## src/rtl/iop_pkg.sv

```systemverilog
package iop_pkg;
  localparam int CODE_W = 5;
  localparam int CFG_W  = CODE_W + 1;
  localparam logic [CODE_W-1:0] CODE_NONE = '1;

  typedef struct packed {
    logic              dir;   // 1 = input
    logic [CODE_W-1:0] code;
  } pin_cfg_t;

  function automatic pin_cfg_t dflt_cfg(int p, int last, int lock_pin, int pass_pin,
                                        int lock_idx, int pass_idx, int ctrl_base);
    pin_cfg_t c;
    c.dir  = 1'b0;
    c.code = CODE_NONE;
    if (p == lock_pin)      c.code = CODE_W'(lock_idx);
    else if (p == pass_pin) c.code = CODE_W'(pass_idx);
    else if (p == last) begin
      c.dir  = 1'b1;
      c.code = CODE_W'(ctrl_base);
    end
    return c;
  endfunction

  function automatic logic bad_dir(pin_cfg_t c, int stat_n, int ctrl_base, int ctrl_n);
    logic is_stat;
    logic is_ctrl;
    is_stat = int'(c.code) < stat_n;
    is_ctrl = (int'(c.code) >= ctrl_base) && (int'(c.code) < ctrl_base + ctrl_n);
    return (is_stat && c.dir) || (is_ctrl && !c.dir);
  endfunction
endpackage

```

## src/rtl/iop_host_if.sv

```systemverilog
module iop_host_if #(
  parameter int AD_W = 10,
  parameter int PINS = 8,
  parameter logic [AD_W-1:0] BASE = 'h00F
) (
  input  logic                    clk,
  input  logic                    rst,
  input  logic                    stb,
  input  logic                    sel_n,
  input  logic                    wr_n,
  input  logic [AD_W-1:0]         ad,
  output logic                    wr_go,
  output logic                    rd_go,
  output logic                    hit,
  output logic [$clog2(PINS)-1:0] idx
);
  localparam int IDX_W = $clog2(PINS);

  logic            phase_q;   // 0 = address step, 1 = data step
  logic [AD_W-1:0] addr_q;
  logic [AD_W-1:0] off;

  always_ff @(posedge clk) begin
    if (rst) begin
      phase_q <= 1'b0;
      addr_q  <= '0;
    end else if (stb) begin
      if (sel_n) begin
        phase_q <= 1'b0;
      end else begin
        phase_q <= ~phase_q;
        if (!phase_q) addr_q <= ad;
      end
    end
  end

  assign off   = addr_q - BASE;
  assign hit   = (addr_q >= BASE) && (off < AD_W'(PINS));
  assign idx   = off[IDX_W-1:0];
  assign wr_go = stb && !sel_n && phase_q && !wr_n;
  assign rd_go = stb && !sel_n && phase_q && wr_n;
endmodule

```

## src/rtl/iop_cfg_file.sv

```systemverilog
module iop_cfg_file
  import iop_pkg::*;
#(
  parameter int AD_W      = 10,
  parameter int PINS      = 8,
  parameter int STAT_N    = 8,
  parameter int CTRL_N    = 8,
  parameter int CTRL_BASE = 16,
  parameter int LOCK_PIN  = 4,
  parameter int PASS_PIN  = 6,
  parameter int LOCK_IDX  = 2,
  parameter int PASS_IDX  = 3
) (
  input  logic                     clk,
  input  logic                     rst,
  input  logic                     wr_go,
  input  logic                     rd_go,
  input  logic                     hit,
  input  logic [$clog2(PINS)-1:0]  idx,
  input  logic [CFG_W-1:0]         wdata,
  output logic [AD_W-1:0]          rdata,
  output logic                     err,
  output logic [PINS-1:0]          dir_o,
  output logic [PINS*CODE_W-1:0]   code_o
);
  pin_cfg_t cfg_q [PINS];
  pin_cfg_t wcfg;
  logic     refuse;

  assign wcfg   = pin_cfg_t'(wdata);
  assign refuse = bad_dir(wcfg, STAT_N, CTRL_BASE, CTRL_N);

  always_ff @(posedge clk) begin
    if (rst) begin
      for (int p = 0; p < PINS; p++)
        cfg_q[p] <= dflt_cfg(p, PINS - 1, LOCK_PIN, PASS_PIN, LOCK_IDX, PASS_IDX, CTRL_BASE);
      err   <= 1'b0;
      rdata <= '0;
    end else begin
      if (wr_go && hit) begin
        if (refuse) err <= 1'b1;
        else        cfg_q[idx] <= wcfg;
      end
      if (rd_go) rdata <= hit ? AD_W'(cfg_q[idx]) : '0;
    end
  end

  for (genvar p = 0; p < PINS; p++) begin : g_out
    assign dir_o[p]                   = cfg_q[p].dir;
    assign code_o[p*CODE_W +: CODE_W] = cfg_q[p].code;
  end
endmodule

```

## src/rtl/iop_pin_route.sv

```systemverilog
module iop_pin_route
  import iop_pkg::*;
#(
  parameter int PINS      = 8,
  parameter int STAT_N    = 8,
  parameter int CTRL_N    = 8,
  parameter int CTRL_BASE = 16
) (
  input  logic                   clk,
  input  logic                   rst,
  input  logic [PINS-1:0]        dir_i,
  input  logic [PINS*CODE_W-1:0] code_i,
  input  logic [STAT_N-1:0]      status_i,
  input  logic [PINS-1:0]        pin_in,
  output logic [PINS-1:0]        pin_out,
  output logic [PINS-1:0]        pin_oe,
  output logic [CTRL_N-1:0]      ctrl_o
);
  logic [PINS-1:0]   out_d;
  logic [CTRL_N-1:0] ctrl_d;

  always_comb begin
    out_d = '0;
    for (int p = 0; p < PINS; p++)
      for (int s = 0; s < STAT_N; s++)
        if (!dir_i[p] && code_i[p*CODE_W +: CODE_W] == CODE_W'(s))
          out_d[p] = status_i[s];
    ctrl_d = ctrl_o;
    // descending scan: the lowest-numbered pin is written last and wins
    for (int p = PINS - 1; p >= 0; p--)
      for (int k = 0; k < CTRL_N; k++)
        if (dir_i[p] && code_i[p*CODE_W +: CODE_W] == CODE_W'(CTRL_BASE + k))
          ctrl_d[k] = pin_in[p];
  end

  always_ff @(posedge clk) begin
    pin_oe <= ~dir_i;   // follows the configuration, which is itself reset
    if (rst) begin
      pin_out <= '0;
      ctrl_o  <= '0;
    end else begin
      pin_out <= out_d;
      ctrl_o  <= ctrl_d;
    end
  end
endmodule

```

## src/rtl/iop_mux_port.sv

```systemverilog
module iop_mux_port
  import iop_pkg::*;
#(
  parameter int AD_W      = 10,
  parameter int PINS      = 8,
  parameter int STAT_N    = 8,
  parameter int CTRL_N    = 8,
  parameter int CTRL_BASE = 16,
  parameter logic [AD_W-1:0] BASE = 'h00F,
  parameter int LOCK_PIN  = 4,
  parameter int PASS_PIN  = 6,
  parameter int LOCK_IDX  = 2,
  parameter int PASS_IDX  = 3
) (
  input  logic              clk,
  input  logic              rst,
  input  logic              host_stb,
  input  logic              host_sel_n,
  input  logic              host_wr_n,
  input  logic [AD_W-1:0]   host_ad,
  output logic [AD_W-1:0]   host_rdata,
  output logic              cfg_err,
  input  logic [STAT_N-1:0] status_i,
  input  logic [PINS-1:0]   pin_in,
  output logic [PINS-1:0]   pin_out,
  output logic [PINS-1:0]   pin_oe,
  output logic [CTRL_N-1:0] ctrl_o
);
  localparam int IDX_W = $clog2(PINS);

  logic                   wr_go, rd_go, hit;
  logic [IDX_W-1:0]       idx;
  logic [PINS-1:0]        dir_w;
  logic [PINS*CODE_W-1:0] code_w;

  iop_host_if #(.AD_W(AD_W), .PINS(PINS), .BASE(BASE)) host_i (
    .clk(clk), .rst(rst), .stb(host_stb), .sel_n(host_sel_n), .wr_n(host_wr_n),
    .ad(host_ad), .wr_go(wr_go), .rd_go(rd_go), .hit(hit), .idx(idx)
  );

  iop_cfg_file #(
    .AD_W(AD_W), .PINS(PINS), .STAT_N(STAT_N), .CTRL_N(CTRL_N), .CTRL_BASE(CTRL_BASE),
    .LOCK_PIN(LOCK_PIN), .PASS_PIN(PASS_PIN), .LOCK_IDX(LOCK_IDX), .PASS_IDX(PASS_IDX)
  ) cfg_i (
    .clk(clk), .rst(rst), .wr_go(wr_go), .rd_go(rd_go), .hit(hit), .idx(idx),
    .wdata(host_ad[CFG_W-1:0]), .rdata(host_rdata), .err(cfg_err),
    .dir_o(dir_w), .code_o(code_w)
  );

  iop_pin_route #(
    .PINS(PINS), .STAT_N(STAT_N), .CTRL_N(CTRL_N), .CTRL_BASE(CTRL_BASE)
  ) route_i (
    .clk(clk), .rst(rst), .dir_i(dir_w), .code_i(code_w), .status_i(status_i),
    .pin_in(pin_in), .pin_out(pin_out), .pin_oe(pin_oe), .ctrl_o(ctrl_o)
  );
endmodule

```

## config.mk

```make
export PLATFORM = sky130hd
export DESIGN_NAME = iop_mux_port
export DESIGN_NICKNAME = d
export VERILOG_FILES = /design/src/rtl/iop_pkg.sv /design/src/rtl/iop_host_if.sv /design/src/rtl/iop_cfg_file.sv /design/src/rtl/iop_pin_route.sv /design/src/rtl/iop_mux_port.sv
export SDC_FILE = /design/constraint.sdc
export NUM_CORES = 1
export LEC_CHECK = 0
export CAP_MARGIN = 5
export CORE_MARGIN = 2
export CORE_UTILIZATION = 52
export DETAILED_ROUTE_END_ITERATION = 12
export PLACE_DENSITY = 0.78
export SLEW_MARGIN = 15
export SYNTH_ARGS = -nofsm -noshare
export SYNTH_HDL_FRONTEND = slang
export SYNTH_HIERARCHICAL = 1
export SYNTH_SLANG_ARGS = --single-unit
```

## constraint.sdc

```tcl
create_clock -name clk -period 3 [get_ports clk]
set_clock_uncertainty 0.05 [all_clocks]
set_input_delay 0.45 -clock clk [delete_from_list [all_inputs] [get_ports clk]]
set_output_delay 0.45 -clock clk [all_outputs]
set_load 0.01 [all_outputs]
```

* After elaboration in Yosys (flattened, before gate mapping)
Memory sizes are Yosys's and may differ from the RTL's.
Cells that the tools add are included.
** Operators by class
- $add $sub $neg :: 1
- Multiply operators :: 0
- Mux-type cells :: 142
- Bitwise logic cells :: 3
- Shift-type cells :: 0
- $lt $le $gt $ge :: 5
- Equal/unequal tests :: 120
- Reductions and logical operators :: 168
- Div/mod/pow operators :: 0
** Operator list (count)
- $eq A5 B5 Y1 const B :: 64
- $eq A5 B3 Y1 const B :: 32
- $logic_and A1 B1 Y1 :: 137
- $mux W1 :: 136
- $eq A5 B2 Y1 const B :: 16
- $reduce_bool A8 Y1 :: 8
- $eq A5 B1 Y1 const B :: 8
- $logic_not A5 Y1 :: 8
- $mux W6 :: 3
- $logic_not A1 Y1 :: 11
- $ge A10 B4 Y1 const B :: 1
- $lt A10 B4 Y1 const B :: 1
- $mux W5 :: 2
- $sub A10 B4 Y10 const B :: 1
- $not A8 Y8 :: 1
- $reduce_or A6 Y1 :: 1
- $ge A5 B5 Y1 const B :: 1
- $lt A5 B4 Y1 const B :: 1
- $lt A5 B5 Y1 const B :: 1
- $mux W3 :: 1
- $reduce_and A3 Y1 :: 1
- $not A1 Y1 :: 2
- $reduce_and A2 Y1 :: 1
- $logic_or A1 B1 Y1 :: 1
** Storage, ports and cells
- Output and inout bits :: 35
- Bits of input ports :: 31
- Flip-flop bits (word level) :: 46
- Memory bits (read-only) :: 0
- Memories kept :: 1
- Word-level logic and storage cells :: 454
- Latch bits :: 0
- Bits in writable memories :: 48
** Memories
- cfg_i.cfg_q :: words 8, bits a word 6, rd ports 9, clocked after Yosys merged registers in 0, write ports 8, line iop_cfg_file.sv:26 : pin_cfg_t cfg_q [PINS];

* Logic depth before layout (Yosys ltp)
Gate-level depths: netlist of run 1.
An unclocked memory read counts as a cell.
- Word-level depth :: 11
- Gate-level depth with buffers :: 8
- Gate-level depth less buffers :: 7

* Cells and area by module
The synthesis of run 1 kept the hierarchy.
** By module, submodules not included
- iop_pin_route :: cells an instance 368, area each 2743.9 um^2, instances 1
- iop_cfg_file :: cells an instance 197, area each 2620.0 um^2, instances 1
- iop_host_if :: cells an instance 48, area each 483.0 um^2, instances 1

* Worst setup path before layout of run 1
Ideal clock, no wire load.
- Path kind :: register to register
- From :: register host_i.addr_q[2]
- To :: memory cfg_i/cfg_q[2][0] (netlist name) (enable)
- Path slack :: 191 ps
- Arrival :: 2379 ps
- Period minus slack after synthesis :: 2809 ps
- Path buffers :: 1
- Required time :: 2570 ps
- Stages on the path, launching flop included :: 8
- Library setup time :: 380 ps
- Cell sequence :: dfxtp_1 -> and3_1 -> or3b_2 -> a211oi_2 -> nand3b_4 -> a21o_1 -> buf_2 -> o31ai_1
** RTL lines
- start, declared :: line iop_host_if.sv:20 : logic [AD_W-1:0] addr_q;
- start signal, assigned :: line iop_host_if.sv:26 : addr_q <= '0;
- start signal, assigned :: line iop_host_if.sv:32 : if (!phase_q) addr_q <= ad;
- end, declared :: line iop_cfg_file.sv:26

==> flow_results.org, run 1 <==
** Outcome
- Status :: finished clean

** CTS
- The number of hold buffers added after CTS was 0.
- CTS built an H-tree with a depth of 3.
- TritonCTS created 9 clock buffers.
- The clock passes through at most 2 buffers.
- Clock-pin slew was measured on the worst setup and hold paths at 0.09 ns.
- Clock tree from TritonCTS :: built
- The clock net in this run drives a total of 90 sinks.
- The clock reaches the later pin of the worst-skew pair after 0.37 ns.
- Library cell used as clock root buffer :: clkbuf_8

** Finish
- Synthesis-to-finish area growth :: 15.1%
- For this run, the share of the core covered by cells in the final layout is 0.618.
- Final #Nets :: 696
- The library cells used most frequently in the layout, excluding fill and tap cells, are nand2_1, clkdlybuf4s50_1, nor2_1.
- Antenna diode instance count :: 0
- Leaving out fill and tap cells, the most frequent cell in the layout is nand2_1.
- Share of final-layout standard cells stronger than drive strength 1 :: 0.112

** Route
- Metal1 wirelength :: 6.94 mm
- First-iteration detailed-routing DRC count :: 490
- The detailed router used layers up to and including met4.
- For this run, the detailed router's first-pass iteration total came to 5.
- Detailed routing inserted a total of 5314 vias.
- In the final routed layout, each cell accounts on average for 21.8 um.
- Met2 Routed Length :: 8.63 mm
- Summed over all nets, wire length on met3 after detailed routing comes to 1.10 mm.
- For this run, design rule violations remaining after detail routing come to 0.
- Post-route antenna net violation count :: 0
- Detailed-route vias per instance :: 6.57
- The routed design has 17.7 mm of wire.

** Yosys
- The portion of synthesized area spent on multiplexers is 0.149.
- The share of the Yosys chip area taken by registers is 0.390.
- Post-synthesis compound-gate area fraction :: 0.135
- Summing every instance area after synthesis gives 5850 um^2.
- Averaged over all synthesized cells, the footprint is 9.54 um^2.
- Top FF cell, synth :: edfxtp_1
- Post-synth ARST share :: 0
- Number of warnings printed during yosys synthesis :: 6
- Of the total synthesized cell area, the portion taken by XOR and XNOR cells is 0.00578.
- Total of flip-flops plus latches after synthesis :: 90
- The share of synthesized area in the top cell type comes to 0.247.
- Yosys mapped a number of flops with a built-in enable equal to 48.
- The number of different library cells used by synthesis comes to 75.
- After synthesis, the largest family of logic cells by area is simple AND/OR/NAND/NOR gates.
- Adder-cell share of the synthesized area :: 0.00214
- After synthesis, the cell types taking the most area are edfxtp_1, dfxtp_1, mux2i_1.
- Synth area leader :: edfxtp_1
- Gate count of the mapped netlist :: 613
- Area fraction in and, or, nand and nor cells after synthesis :: 0.269

** Worst setup path
- In this run the register-to-register setup slack is 0.23 ns.
- The number of buffers and inverters on the critical path is 1.
- Type of the setup path with the least slack :: reg -> reg
- For the worst setup path, the data arrival time is 2.81 ns.
- The worst setup path is captured at a flip-flop.
- Cell at the slowest stage of the critical path :: or3b_2
- Crit-path cells :: and3_1, or3b_2, a211oi_2, nand3b_4, a21o_1, o31ai_1, buf_4
- Startpoint class of the critical path :: flip-flop
- Longest individual stage delay on the worst path :: 0.46 ns
- Critical path's top delay family :: compound AO/OA/AOI/OAI gates
- In this run the worst path has a maximum fanout of 12.
- Data required time at the worst endpoint :: 3.04 ns

** Power and ir drop
- Of the total power, the clock network draws 0.311.
- VDD sags by at most 0.377 mV.
- Power per unit of standard cell area :: 356 nW/um^2
- Part of the power in combinational logic :: 0.128
- Reported net switching power :: 0.000638 W
- The share of total power dissipated in sequential elements is 0.561.
- Internal power comes to 0.00176 W.
- Sw frac :: 0.266
- For this design the static power due to leakage is 2.53 nW.

** Floorplan
- Core ar. :: 10900 um^2
- Horiz. Die Dim :: 110 um
- Die Outline Area :: 12100 um^2
- Number of placement rows :: 38
- Starting utilization of the core area :: 0.537
- The floorplan step set the die height to 110 um.
- In this run the count of I/O pins placed on the die edge is 66.

** STA
- The worst pin sits at a relative slew slack of 0.494.
- Unrepaired setup endpoints after global routing :: no
- After routing, the total negative slack on setup checks comes to 0 ns.
- Slew of the pin with the lowest slew margin :: 0.757 ns
- Hold Violations, Final :: 0
- Final setup margin :: 0.228 ns
- Post-route fraction of the period consumed by the critical path :: 0.924
- Counting I/O delays and the setup requirement, the final critical path takes 2.77 ns.
- Setup-failing EPs final :: 0
- Timing would allow up to 361 MHz.
- The final number of max-transition violations came to 0.

** Min path
- In this run the worst hold path is classified as reg -> reg.

** Global route
- In the global route stage, overall resource usage came out at 0.303.
- The number of antenna violations at the first check in global routing came to 0.
- Global routing finished with a remaining overflow of 0.
- Entering global routing, the biggest net connects 44 pins.
- Via count of the first global-routing pass :: 5028
- The first global-routing pass estimated 27.0 mm of wire.

** Run
- Number of max-cap violations :: 0

** Placement
- The congestion estimate from routability-driven global placement came to 0.980.
- Post-detailed-placement half-perimeter wirelength :: 13.4 mm
- # port buffers :: 61
- Timing analysis after detailed placement gives a worst setup slack of 0.112 ns.
## worst reg2reg max path, delay by kind of cell, from the launching register on
family | cells | cell delay, ns
AND/OR/NAND/NOR | 3 | 0.87
AO/OA/AOI/OAI | 3 | 1.03
buffers and inverters | 1 | 0.21
flip-flops | 1 | 0.33
## power by group through the flow
| stage | clock, W | combinational [W] | sequential [W] |
|---|---|---|---|
| floorplan | 0 | 0.000178 | 0.00136 |
| global placement | 0 | 0.000291 | 0.00137 |
| detailed placement | 0 | 0.000298 | 0.00137 |
| CTS | 0.000763 | 0.000300 | 0.00134 |
| global route | 0.000805 | 0.000326 | 0.00135 |
| finish | 0.000745 | 0.000307 | 0.00134 |
## final cells by class
type | instances | area [um^2]
fill | 905 | 4160
multi-input combinational | 467 | 3300
sequential | 90 | 2280
timing repair buffer | 76 | 723
tap | 140 | 175
clock buffer | 11 | 131
inverter | 20 | 75.1
clock inverter | 5 | 38.8
## worst paths after layout
check,to,start,cells after the start
worst min-delay path,cfg_i/rdata[4],cfg_i/rdata[4],2
worst min register to register,cfg_i/rdata[4],cfg_i/rdata[4],2
worst max register to register,cfg_i/cfg_q[2][3],host_i/addr_q[2],7
worst max-delay path,cfg_i/cfg_q[2][3],host_i/addr_q[2],7
## timing repair
item,4_1_cts,5_1_grt
setup buffers,0,0
setup endpoints to repair,0,6
resized for setup,0,2
## state kept, by name (all words and copies together) (netlist names)
name             flops
host_i/phase_q       1
route_i/ctrl_o       8
cfg_i/rdata          6
host_i/addr_q       10
route_i/pin_out      8
cfg_i/err            1
route_i/pin_oe       8
cfg_i/cfg_q         48
## per-stage QoR
step	cell area [um^2]	std cells	hold slack (ns)	total power, W
after floorplan	5860	616	0.395	0.00154
after global placement	6550	793	0.391	0.00166
after detailed placement	6550	793	0.404	0.00167
after CTS	6720	809	0.421	0.00240
after global routing	6730	809	0.438	0.00248
final	6730	809	0.416	0.00239
## cell families (layout without fill, tap and decap cells)
group                    Yosys count  after routing
adder cells (fa/ha/maj)            1              1
flip-flops                        90             90
XOR/XNOR                           3              3
AND/OR/NAND/NOR                  281            281
buffers and inverters             59            112
other                              1              4
AO/OA/AOI/OAI                    108            108
multiplexers                      70             70
## cell usage after synthesis (5+ instances only)
library cell and count:
nor2_1 58, and2_1 9, nor3b_1 9, nor2b_1 10, a22oi_1 5, o21ai_0 20, a21o_1 5, edfxtp_1 48
nand2_1 64, and3b_1 5, nor3_1 18, o211ai_1 9, mux4_2 13, mux2i_1 53, a21oi_1 16, nand2b_1 6
nand3_1 22, or3b_2 5, or4_1 13, dfxtp_1 42, inv_1 19, a31oi_1 6, buf_4 8, clkbuf_1 18
o22ai_1 6, nor4_1 9, and3_1 12, a211oi_2 5, nand4_1 8, buf_2 7
## metal layers
layer  up-vias  global-route usage
met1      2512               0.369
met2       306               0.511
met5         -                   0
met4         0               0.172
met3        68              0.0464
li1       2428                   -
No activity file was read; power rests on OpenSTA's default activity.
==> run 2: changes to the inputs <==
--- a/config.mk
+++ b/config.mk
@@ -10,2 +10,3 @@
 export CORE_UTILIZATION = 52
+export CTS_CLUSTER_SIZE = 16
 export DETAILED_ROUTE_END_ITERATION = 12
--- a/constraint.sdc
+++ b/constraint.sdc
@@ -4,2 +4,2 @@
 set_output_delay 0.45 -clock clk [all_outputs]
-set_load 0.01 [all_outputs]
+set_load 0.05 [all_outputs]
==> results of run 2 <==
Same layout as run 1 (identical final DEF). Status: finished clean.
Main changes from that run: total power 0.00239 W -> 0.00242 W
